[src/rtl/gpio_port_pkg.sv]
package gpio_port_pkg;
  localparam int ADDR_W = 2;
  localparam int MODE_W = 3;

  typedef enum logic [ADDR_W-1:0] {
    REG_LATCH = 2'd0,
    REG_DIR   = 2'd1,
    REG_STAT  = 2'd2,
    REG_PULL  = 2'd3
  } gpio_reg_e;

  typedef enum logic [1:0] {
    PS_RUN  = 2'd0,
    PS_SOFT = 2'd1,
    PS_WARM = 2'd2,
    PS_HARD = 2'd3
  } gpio_pstate_e;

  localparam logic [MODE_W-1:0] PU_MODE_LO = 3'd6;
  localparam logic [MODE_W-1:0] PU_MODE_HI = 3'd7;

  function automatic gpio_pstate_e pstate_decode(input logic hw, input logic warm, input logic sw);
    gpio_pstate_e ps;
    if (hw)        ps = PS_HARD;
    else if (warm) ps = PS_WARM;
    else if (sw)   ps = PS_SOFT;
    else           ps = PS_RUN;
    return ps;
  endfunction
endpackage

[src/rtl/gpio_sync.sv]
module gpio_sync #(
  parameter int W      = 8,
  parameter int STAGES = 2
) (
  input  logic         clk,
  input  logic         rst_n,
  input  logic [W-1:0] d_async,
  output logic [W-1:0] q_sync
);
  logic [W-1:0] stg_q [STAGES];
  logic [W-1:0] stg_d [STAGES];

  genvar s;
  generate
    for (s = 0; s < STAGES; s++) begin : g_stage
      if (s == 0) begin : g_first
        always_comb stg_d[s] = d_async;
      end else begin : g_next
        always_comb stg_d[s] = stg_q[s-1];
      end
      always_ff @(posedge clk or negedge rst_n) begin
        if (!rst_n) stg_q[s] <= '0;
        else        stg_q[s] <= stg_d[s];
      end
    end
  endgenerate

  assign q_sync = stg_q[STAGES-1];
endmodule

[src/rtl/gpio_regs.sv]
module gpio_regs
  import gpio_port_pkg::*;
#(
  parameter int W = 8
) (
  input  logic              clk,
  input  logic              rst_n,
  input  gpio_pstate_e      pstate,
  input  logic              wr_en,
  input  logic [ADDR_W-1:0] addr,
  input  logic [W-1:0]      wdata,
  output logic [W-1:0]      latch_q,
  output logic [W-1:0]      dir_q,
  output logic [W-1:0]      pull_q
);
  logic [W-1:0] latch_d, dir_d, pull_d;
  logic         wr_ok;

  always_comb begin
    wr_ok   = wr_en && (pstate == PS_RUN);
    latch_d = latch_q;
    dir_d   = dir_q;
    pull_d  = pull_q;
    if (pstate == PS_HARD) begin
      latch_d = '0;
      dir_d   = '0;
      pull_d  = '0;
    end else if (wr_ok) begin
      case (gpio_reg_e'(addr))
        REG_LATCH: latch_d = wdata;
        REG_DIR:   dir_d   = wdata;
        REG_PULL:  pull_d  = wdata;
        default:   ;
      endcase
    end
  end

  always_ff @(posedge clk or negedge rst_n) begin
    if (!rst_n) begin
      latch_q <= '0;
      dir_q   <= '0;
      pull_q  <= '0;
    end else begin
      latch_q <= latch_d;
      dir_q   <= dir_d;
      pull_q  <= pull_d;
    end
  end
endmodule

[src/rtl/gpio_pullup.sv]
module gpio_pullup
  import gpio_port_pkg::*;
#(
  parameter int W = 8
) (
  input  logic [MODE_W-1:0] op_mode,
  input  logic [W-1:0]      dir_q,
  input  logic [W-1:0]      pull_q,
  output logic [W-1:0]      pu_en
);
  logic mode_ok;
  always_comb mode_ok = (op_mode == PU_MODE_LO) || (op_mode == PU_MODE_HI);

  genvar i;
  generate
    for (i = 0; i < W; i++) begin : g_bit
      assign pu_en[i] = mode_ok & pull_q[i] & ~dir_q[i];
    end
  endgenerate
endmodule

[src/rtl/gpio_readpath.sv]
module gpio_readpath
  import gpio_port_pkg::*;
#(
  parameter int W = 8
) (
  input  logic              clk,
  input  logic              rst_n,
  input  gpio_pstate_e      pstate,
  input  logic              rd_en,
  input  logic [ADDR_W-1:0] addr,
  input  logic [W-1:0]      latch_q,
  input  logic [W-1:0]      dir_q,
  input  logic [W-1:0]      pull_q,
  input  logic [W-1:0]      pin_sync,
  output logic [W-1:0]      rdata
);
  logic [W-1:0] stat_mux, stat_q, stat_d;
  logic [W-1:0] rdata_d;
  logic         stat_en;

  genvar i;
  generate
    for (i = 0; i < W; i++) begin : g_mux
      assign stat_mux[i] = dir_q[i] ? latch_q[i] : pin_sync[i];
    end
  endgenerate

  always_comb begin
    stat_en = (pstate == PS_RUN) || (pstate == PS_HARD);
    stat_d  = stat_en ? stat_mux : stat_q;
  end

  always_comb begin
    rdata_d = rdata;
    if (pstate == PS_HARD) begin
      rdata_d = '0;
    end else if (rd_en) begin
      case (gpio_reg_e'(addr))
        REG_LATCH: rdata_d = latch_q;
        REG_DIR:   rdata_d = dir_q;
        REG_STAT:  rdata_d = stat_q;
        REG_PULL:  rdata_d = pull_q;
        default:   rdata_d = '0;
      endcase
    end
  end

  always_ff @(posedge clk or negedge rst_n) begin
    if (!rst_n) begin
      stat_q <= '0;
      rdata  <= '0;
    end else begin
      stat_q <= stat_d;
      rdata  <= rdata_d;
    end
  end
endmodule

[src/rtl/gpio_port_ctrl.sv]
module gpio_port_ctrl
  import gpio_port_pkg::*;
#(
  parameter int W = 8
) (
  input  logic              clk,
  input  logic              rst_n,
  input  logic              hw_stby,
  input  logic              warm_rst,
  input  logic              sw_stby,
  input  logic [MODE_W-1:0] op_mode,
  input  logic [ADDR_W-1:0] addr,
  input  logic              wr_en,
  input  logic              rd_en,
  input  logic [W-1:0]      wdata,
  output logic [W-1:0]      rdata,
  input  logic [W-1:0]      pin_in,
  output logic [W-1:0]      pin_out,
  output logic [W-1:0]      pin_oe,
  output logic [W-1:0]      pin_pu
);
  localparam int SYNC_STAGES = 2;

  gpio_pstate_e pstate;
  logic [W-1:0] latch_q, dir_q, pull_q, pin_sync;

  always_comb pstate = pstate_decode(hw_stby, warm_rst, sw_stby);

  gpio_sync #(.W(W), .STAGES(SYNC_STAGES)) u_sync (
    .clk(clk), .rst_n(rst_n), .d_async(pin_in), .q_sync(pin_sync)
  );

  gpio_regs #(.W(W)) u_regs (
    .clk(clk), .rst_n(rst_n), .pstate(pstate), .wr_en(wr_en), .addr(addr),
    .wdata(wdata), .latch_q(latch_q), .dir_q(dir_q), .pull_q(pull_q)
  );

  gpio_pullup #(.W(W)) u_pull (
    .op_mode(op_mode), .dir_q(dir_q), .pull_q(pull_q), .pu_en(pin_pu)
  );

  gpio_readpath #(.W(W)) u_read (
    .clk(clk), .rst_n(rst_n), .pstate(pstate), .rd_en(rd_en), .addr(addr),
    .latch_q(latch_q), .dir_q(dir_q), .pull_q(pull_q), .pin_sync(pin_sync),
    .rdata(rdata)
  );

  assign pin_out = latch_q;
  assign pin_oe  = dir_q;
endmodule

[config.mk]
export PLATFORM = sky130hd
export DESIGN_NAME = gpio_port_ctrl
export DESIGN_NICKNAME = d
export VERILOG_FILES = /design/src/rtl/gpio_port_pkg.sv /design/src/rtl/gpio_sync.sv /design/src/rtl/gpio_regs.sv /design/src/rtl/gpio_pullup.sv /design/src/rtl/gpio_readpath.sv /design/src/rtl/gpio_port_ctrl.sv
export SDC_FILE = /design/constraint.sdc
export NUM_CORES = 1
export LEC_CHECK = 0
export BUFFER_PORTS_ARGS = -buffer_cell sky130_fd_sc_hd__clkbuf_2
export CAP_MARGIN = 20
export CORE_MARGIN = 3
export CORE_UTILIZATION = 59
export CTS_BUF_LIST = sky130_fd_sc_hd__clkbuf_4
export DETAILED_ROUTE_END_ITERATION = 8
export GPL_TIMING_DRIVEN = 0
export HOLD_SLACK_MARGIN = 0.06
export PLACE_DENSITY = 0.95
export SKIP_LAST_GASP = 1
export SYNTH_ARGS = -nofsm -noshare
export SYNTH_HDL_FRONTEND = slang
export SYNTH_SLANG_ARGS = --single-unit
export TNS_END_PERCENT = 10
[constraint.sdc]
create_clock -name clk -period 2.4 [get_ports clk]
set_input_delay 0.24 -clock clk [delete_from_list [all_inputs] [get_ports clk]]
set_output_delay 0.24 -clock clk [all_outputs]
set_load 0.01 [all_outputs]
==> reports/results.ini, run 1 <==
[outcome]
status=complete, no violations

[detailed_routing]
drc=0
wire_per_inst_um=17.63
routed_wl_mm=5.235
vias_per_cell=5.774
drtPass1Iterations=4
vias=1715
ant_nets=0
drt_first_iter_violations=87

[global_routing]
grt-ovfl-total=0
grt_max_degree=33
grt_pass1_wl_mm=8.852
grt_pass1_vias=1771
grt_antenna_before_repair=0
grt.total_usage_pct=23.41

[cts]
clkSinkCount=56
cts_tree=yes
post_cts_resized=0
numCtsBuffers=5
cts-root-buf=clkbuf_4
cts_max_level=2
clkTransAtPathRegs_ns=0.15
clock_latency_ns=0.36
clockBufferDepth=2

[pwr]
peakVddDrop_uv=427.7
pwr_density_cell_mw_per_mm2=658.1
leakage_nw=1.413
power.total_w=0.001896

[critical_path]
endpoint_kind=register
critPathArrivalTime_ns=2.02
worstPathRequired_ns=2.66
worstSetupPathType=in -> reg
ff2ff_setup_slack_ns=1.46
cp-start-kind=input pin
path_max_fanout=9

[timing]
slew_headroom_pct=57.42
max_slew.worst_pin.slew_ns=0.6387
max_freq_ghz=0.5671
slew_viol_final=0
setup_tns_ns=0
post-route-period-util_pct=73.47
hold_viol_final=0
fin_worst_skew_ns=0.01091
rsz0062_at_grt=no
setup_viol=0
period_minus_slack_ns=1.763

[yosys]
ys_types=23
yosysWarnings=0
yosys.area_share.xor_xnor_pct=0
seq_area_frac_synth_pct=58.85
synth_edf_count=0
ys_async_sr_fraction_pct=100.0
syn_area_mm2=0.002381
ys.flop_type=dfrtp_1
muxShareOfSynthArea_pct=21.44
synthesis.nets=206
yosys.area_share.adder_pct=1.576
yosys.area_share.simple_pct=8.776
yosysTopAreaCellShare_pct=58.85
synth-compound-area-share_pct=7.777
syn_inst=175
ys_seq_elements=56
synth_top_family_by_area=multiplexers
yosys-top-cells-area=dfrtp_1, mux2_2, mux2i_1
avgSynthCellArea_um2=13.61
synth_top_area_cell=dfrtp_1

[placement]
place_hpwl_mm=3.696
io_buffers=57
dpl.cell_count=281
globalplace.congestion=0.7730

[cells_and_area]
syn_to_final_growth_pct=21.02
nets=280
diodes=0
fillerInstances=243
drive_above_1_share_pct=37.35
stdcell_count=297

[die]
die_area_mm2=0.004834
boundaryPins=60
start_util_pct=63.14
core-area_mm2=0.003771
die_width_um=69.53
core.rowCount=22
die_h_um=69.53

[worst_hold_path]
min_path_type=in -> reg

[flow_run]
cap_viol_max_count=0

==> state kept, by name (all words and copies together) (netlist names) <==
register	flops
u_sync.stg_d	8
u_sync.q_sync	8
u_regs.dir_q	8
u_regs.pull_q	8
u_regs.latch_q	8
u_read.rdata	8
u_read.stat_q	8
==> final cells by class <==
| type | count | area [um2] | area share [%] |
|---|---|---|---|
| Clock buffer | 5 | 37.54 | 1.303 |
| Tap cell | 48 | 60.06 | 2.084 |
| Buffer | 3 | 22.52 | 0.7816 |
| Inverter | 4 | 15.01 | 0.5211 |
| Clock inverter | 2 | 7.507 | 0.2605 |
| Sequential cell | 56 | 1401 | 48.63 |
| Multi-Input combinational cell | 112 | 942.2 | 32.70 |
| Timing Repair Buffer | 67 | 395.4 | 13.72 |
==> stage by stage <==
stage / area (um2) / util, % / hold WS (ns) / setup slack, ns
3_5_place_dp: 2746 / 72.83 / 0.2891 / 0.2422
4_1_cts: 2882 / 76.41 / 0.2826 / 0.6594
6_report: 2882 / 76.41 / 0.2987 / 0.6367
5_1_grt: 2882 / 76.41 / 0.3065 / 0.5918
3_3_place_gp: 2726 / 72.30 / 0.3318 / 0.3100
2_1_floorplan: 2381 / - / -0.05559 / 0.7220
==> metal layers <==
| layer | GRT usage, % | wire length (um) | part of all wire, % |
|---|---|---|---|
| met5 | 0 | 0 | 0 |
| met3 | 4.928 | 282 | 5.4 |
| met1 | 31.48 | 2219 | 42 |
| met4 | 6.074 | 42 | 0.80 |
| met2 | 38.88 | 2690 | 51 |
==> worst max-delay path, stage by stage <==
cell      delay [ns]
clkbuf_2        0.19
or2_2           0.34
inv_1           0.07
ha_1            0.28
a21oi_1         0.14
a21oi_4         0.36
mux2_2          0.39
==> worst paths after layout <==
kind	startpoint	end	cells past startpoint
worst min-delay path	addr[0]	u_read.rdata[0]	3
max in group asynchronous	rst_n	u_regs.dir_q[3]	3
worst min register to register	u_sync.stg_d[0]	u_sync.q_sync[0]	0
worst max-delay path	hw_stby	u_regs.dir_q[4]	7
worst max register to register	u_regs.dir_q[2]	u_read.rdata[2]	2
min in group asynchronous	rst_n	u_sync.stg_d[5]	2
==> synthesized netlist by cell type (2+ instances only) <==
library cell and count:
o21ai_0 8, ha_1 3, mux2i_1 24, mux2_2 23, o221ai_1 8, nor3b_1 8, a21oi_1 2, nand2_1 18
nor2_1 2, inv_1 4, nor2b_1 8, dfrtp_1 56
==> kinds of logic after synthesis <==
logic type / after synthesis
adders and majority gates: 3
DFF: 56
AOI/OAI and AO/OA: 21
and+or+nand+nor: 40
buffers and inverters: 7
muxes: 48
==> timing repair <==
item / in CTS / in global routing
hold buffers: 9 / 0
hold endpoints to repair: 32 / 0
buffers inserted: 0 / 0
endpoints found under the setup margin: 0 / 0
==> placed cells by master (no fill, tap or decap) <==
cell / n
clkbuf_2: 57
dfrtp_1: 56
mux2i_1: 24
mux2_2: 23
nand2_1: 18
dlygate4sd3_1: 9
nor3b_1: 8
o21ai_0: 8
o221ai_1: 8
nor2b_1: 8
clkbuf_4: 5
inv_1: 4
ha_1: 3
a21oi_1: 2
nor2_1: 2
clkinv_1: 2
or2_2: 1
clkbuf_1: 1
buf_6: 1
nand3_1: 1
buf_4: 1
a41oi_4: 1
nand2b_1: 1
a21oi_4: 1
mux2_1: 1
nor2_2: 1
a31oi_4: 1
buf_12: 1
==> power by group <==
part,switching (W),internal (W)
logic,0.000195,0.000191
registers,0.0000905,0.00105
clock network,0.000264,0.000103
total,0.000550,0.00135
No activity file was read; power rests on OpenSTA's default activity.
==> inputs of run 2 (changes only) <==
--- a/config.mk
+++ b/config.mk
@@ -8,12 +8,12 @@
 export BUFFER_PORTS_ARGS = -buffer_cell sky130_fd_sc_hd__clkbuf_2
 export CAP_MARGIN = 20
 export CORE_MARGIN = 3
-export CORE_UTILIZATION = 59
+export CORE_UTILIZATION = 49
 export CTS_BUF_LIST = sky130_fd_sc_hd__clkbuf_4
 export DETAILED_ROUTE_END_ITERATION = 8
 export GPL_TIMING_DRIVEN = 0
 export HOLD_SLACK_MARGIN = 0.06
-export PLACE_DENSITY = 0.95
+export PLACE_DENSITY = 0.85
 export SKIP_LAST_GASP = 1
 export SYNTH_ARGS = -nofsm -noshare
 export SYNTH_HDL_FRONTEND = slang
==> constraint.sdc (replaced) <==
create_clock -name clk -period 1.4 [get_ports clk]
set_input_delay 0.14 -clock clk [delete_from_list [all_inputs] [get_ports clk]]
set_output_delay 0.14 -clock clk [all_outputs]
set_load 0.01 [all_outputs]
==> reports/results.ini, run 2 (same netlist as run 1, synthesis figures left out) <==
[detailed_routing]
drtPass1Iterations=4
ant_nets=0
drc=0
vias=1680
drt_first_iter_violations=126
wire_per_inst_um=16.45
routed_wl_mm=5.214
vias_per_cell=5.300

[cells_and_area]
layout_commonest_cell=clkbuf_2
drive_above_1_share_pct=44.05
nets=282
stdcell_count=317
diodes=0
syn_to_final_growth_pct=27.11
final_cell_mix=clkbuf_2, dfrtp_1, mux2i_1

[worst_hold_path]
min_path_cells=4
min_path_type=in -> reg
holdPathEnd=u_read.rdata[2]
hold_path.startpoint=rd_en

[critical_path]
rr_worst_depth=3
timing.rr.start=u_regs.dir_q[1]
reg2reg_to=u_read.rdata[1]
cp-start-kind=input pin
critPathArrivalTime_ns=1.69
ff2ff_setup_slack_ns=0.42
worstPathRequired_ns=1.67
path_max_fanout=9
endpoint_kind=register
worstSetupPathType=in -> reg

[cts]
clkSinkCount=56
cts-root-buf=clkbuf_4
numCtsBuffers=5
cts_tree=yes
clkTransAtPathRegs_ns=0.15
clockBufferDepth=2
cts_max_level=2
clock_latency_ns=0.37

[placement]
dpl.cell_count=298
io_buffers=57
globalplace.congestion=0.8759
place_ws_ns=-0.4307
place_hpwl_mm=3.550

[timing]
fin_worst_skew_ns=0.005872
setup_ws_ns=-0.02844
slew_headroom_pct=61.72
hold_viol_final=0
max_slew.worst_pin.slew_ns=0.5741
post-route-period-util_pct=102.0
slew_viol_final=0
period_minus_slack_ns=1.428
rsz0062_at_grt=yes
max_freq_ghz=0.7001
setup_viol=12

[pwr]
pwr_density_cell_mw_per_mm2=1121
peakVddDrop_uv=568.3
leakage_nw=1.458

[global_routing]
grt_antenna_before_repair=0
grt_pass1_vias=1676
grt_pass1_wl_mm=8.148
grt.total_usage_pct=19.53
grt_max_degree=37
grt-ovfl-total=0

[die]
die_area_mm2=0.005732
core-area_mm2=0.004534
die_width_um=75.71
die_h_um=75.71
core.rowCount=24
boundaryPins=60
start_util_pct=52.51

[outcome]
violations=negative setup slack
status=finished, violations left

[flow_run]
cap_viol_max_count=0

run 2: area by class of cell:
class                   instances  area [um2]
plain buffers                   3       22.52
clock buffers                   7       52.55
clock inverters                 1       3.754
fillers                       324        1508
inverters                       4       15.01
multi-input cells             112        1025
flip-flops and latches         56        1404
well taps                      65       81.33
repair buffers                 69       422.9
run 2: power breakdown:
group,leakage [nW],switching [W],internal [W]
Sequential,0.700,0.000153,0.00181
Combinational,0.724,0.000356,0.000380
Clock,0.0338,0.000465,0.000233
Total,1.46,0.000974,0.00242
run 2: worst max-delay path by stage:
stage	startpoint	endpoint	depth (start not counted)	slack, ns
6_report	hw_stby	u_regs.pull_q[6]	6	-0.03
5_1_grt	hw_stby	u_regs.pull_q[0]	6	-0.07
4_1_cts	u_regs.dir_q[1]	pin_pu[1]	2	-0.03
3_5_place_dp	hw_stby	u_regs.dir_q[7]	7	-0.43
3_3_place_gp	hw_stby	u_regs.pull_q[5]	6	-0.39
2_1_floorplan	warm_rst	u_regs.pull_q[0]	6	-0.04
run 2: timing repair:
item                                   in CTS  in global routing
hold buffers                                9                  0
endpoints found under the hold margin      28                  0
setup endpoints to repair                  27                 32
resized for setup                           1                  7
setup buffers                               1                  1
run 2: worst max-delay path, cell delays in order:
cell and delay [ns]:
clkbuf_2 0.20, a21oi_2 0.23, inv_1 0.09, ha_2 0.24, a41oi_4 0.40, mux2_2 0.39
run 2: through the flow:
step / hold slack (ns) / total power, W / instance area [um2] / utilization (%) / TNS [ns]
2_1_floorplan: -0.1556 / 0.002379 / 2436 / - / -0.3119
3_3_place_gp: 0.2483 / 0.002641 / 2803 / 61.81 / -13.07
3_5_place_dp: 0.1565 / 0.002679 / 2823 / 62.25 / -14.69
4_1_cts: 0.1947 / 0.003395 / 2994 / 66.03 / -0.3367
5_1_grt: 0.1921 / 0.003589 / 3027 / 66.75 / -0.9946
6_report: 0.1896 / 0.003392 / 3027 / 66.75 / -0.1656
run 2: layer usage:
metal  global-route usage [%]  share of wire (%)  vias up
met5                        0                  0        -
met4                    7.184                1.8        0
met1                    26.30                 44      827
met3                    4.881                5.8       10
met2                    30.78                 49       61
li1                         -                  -      782
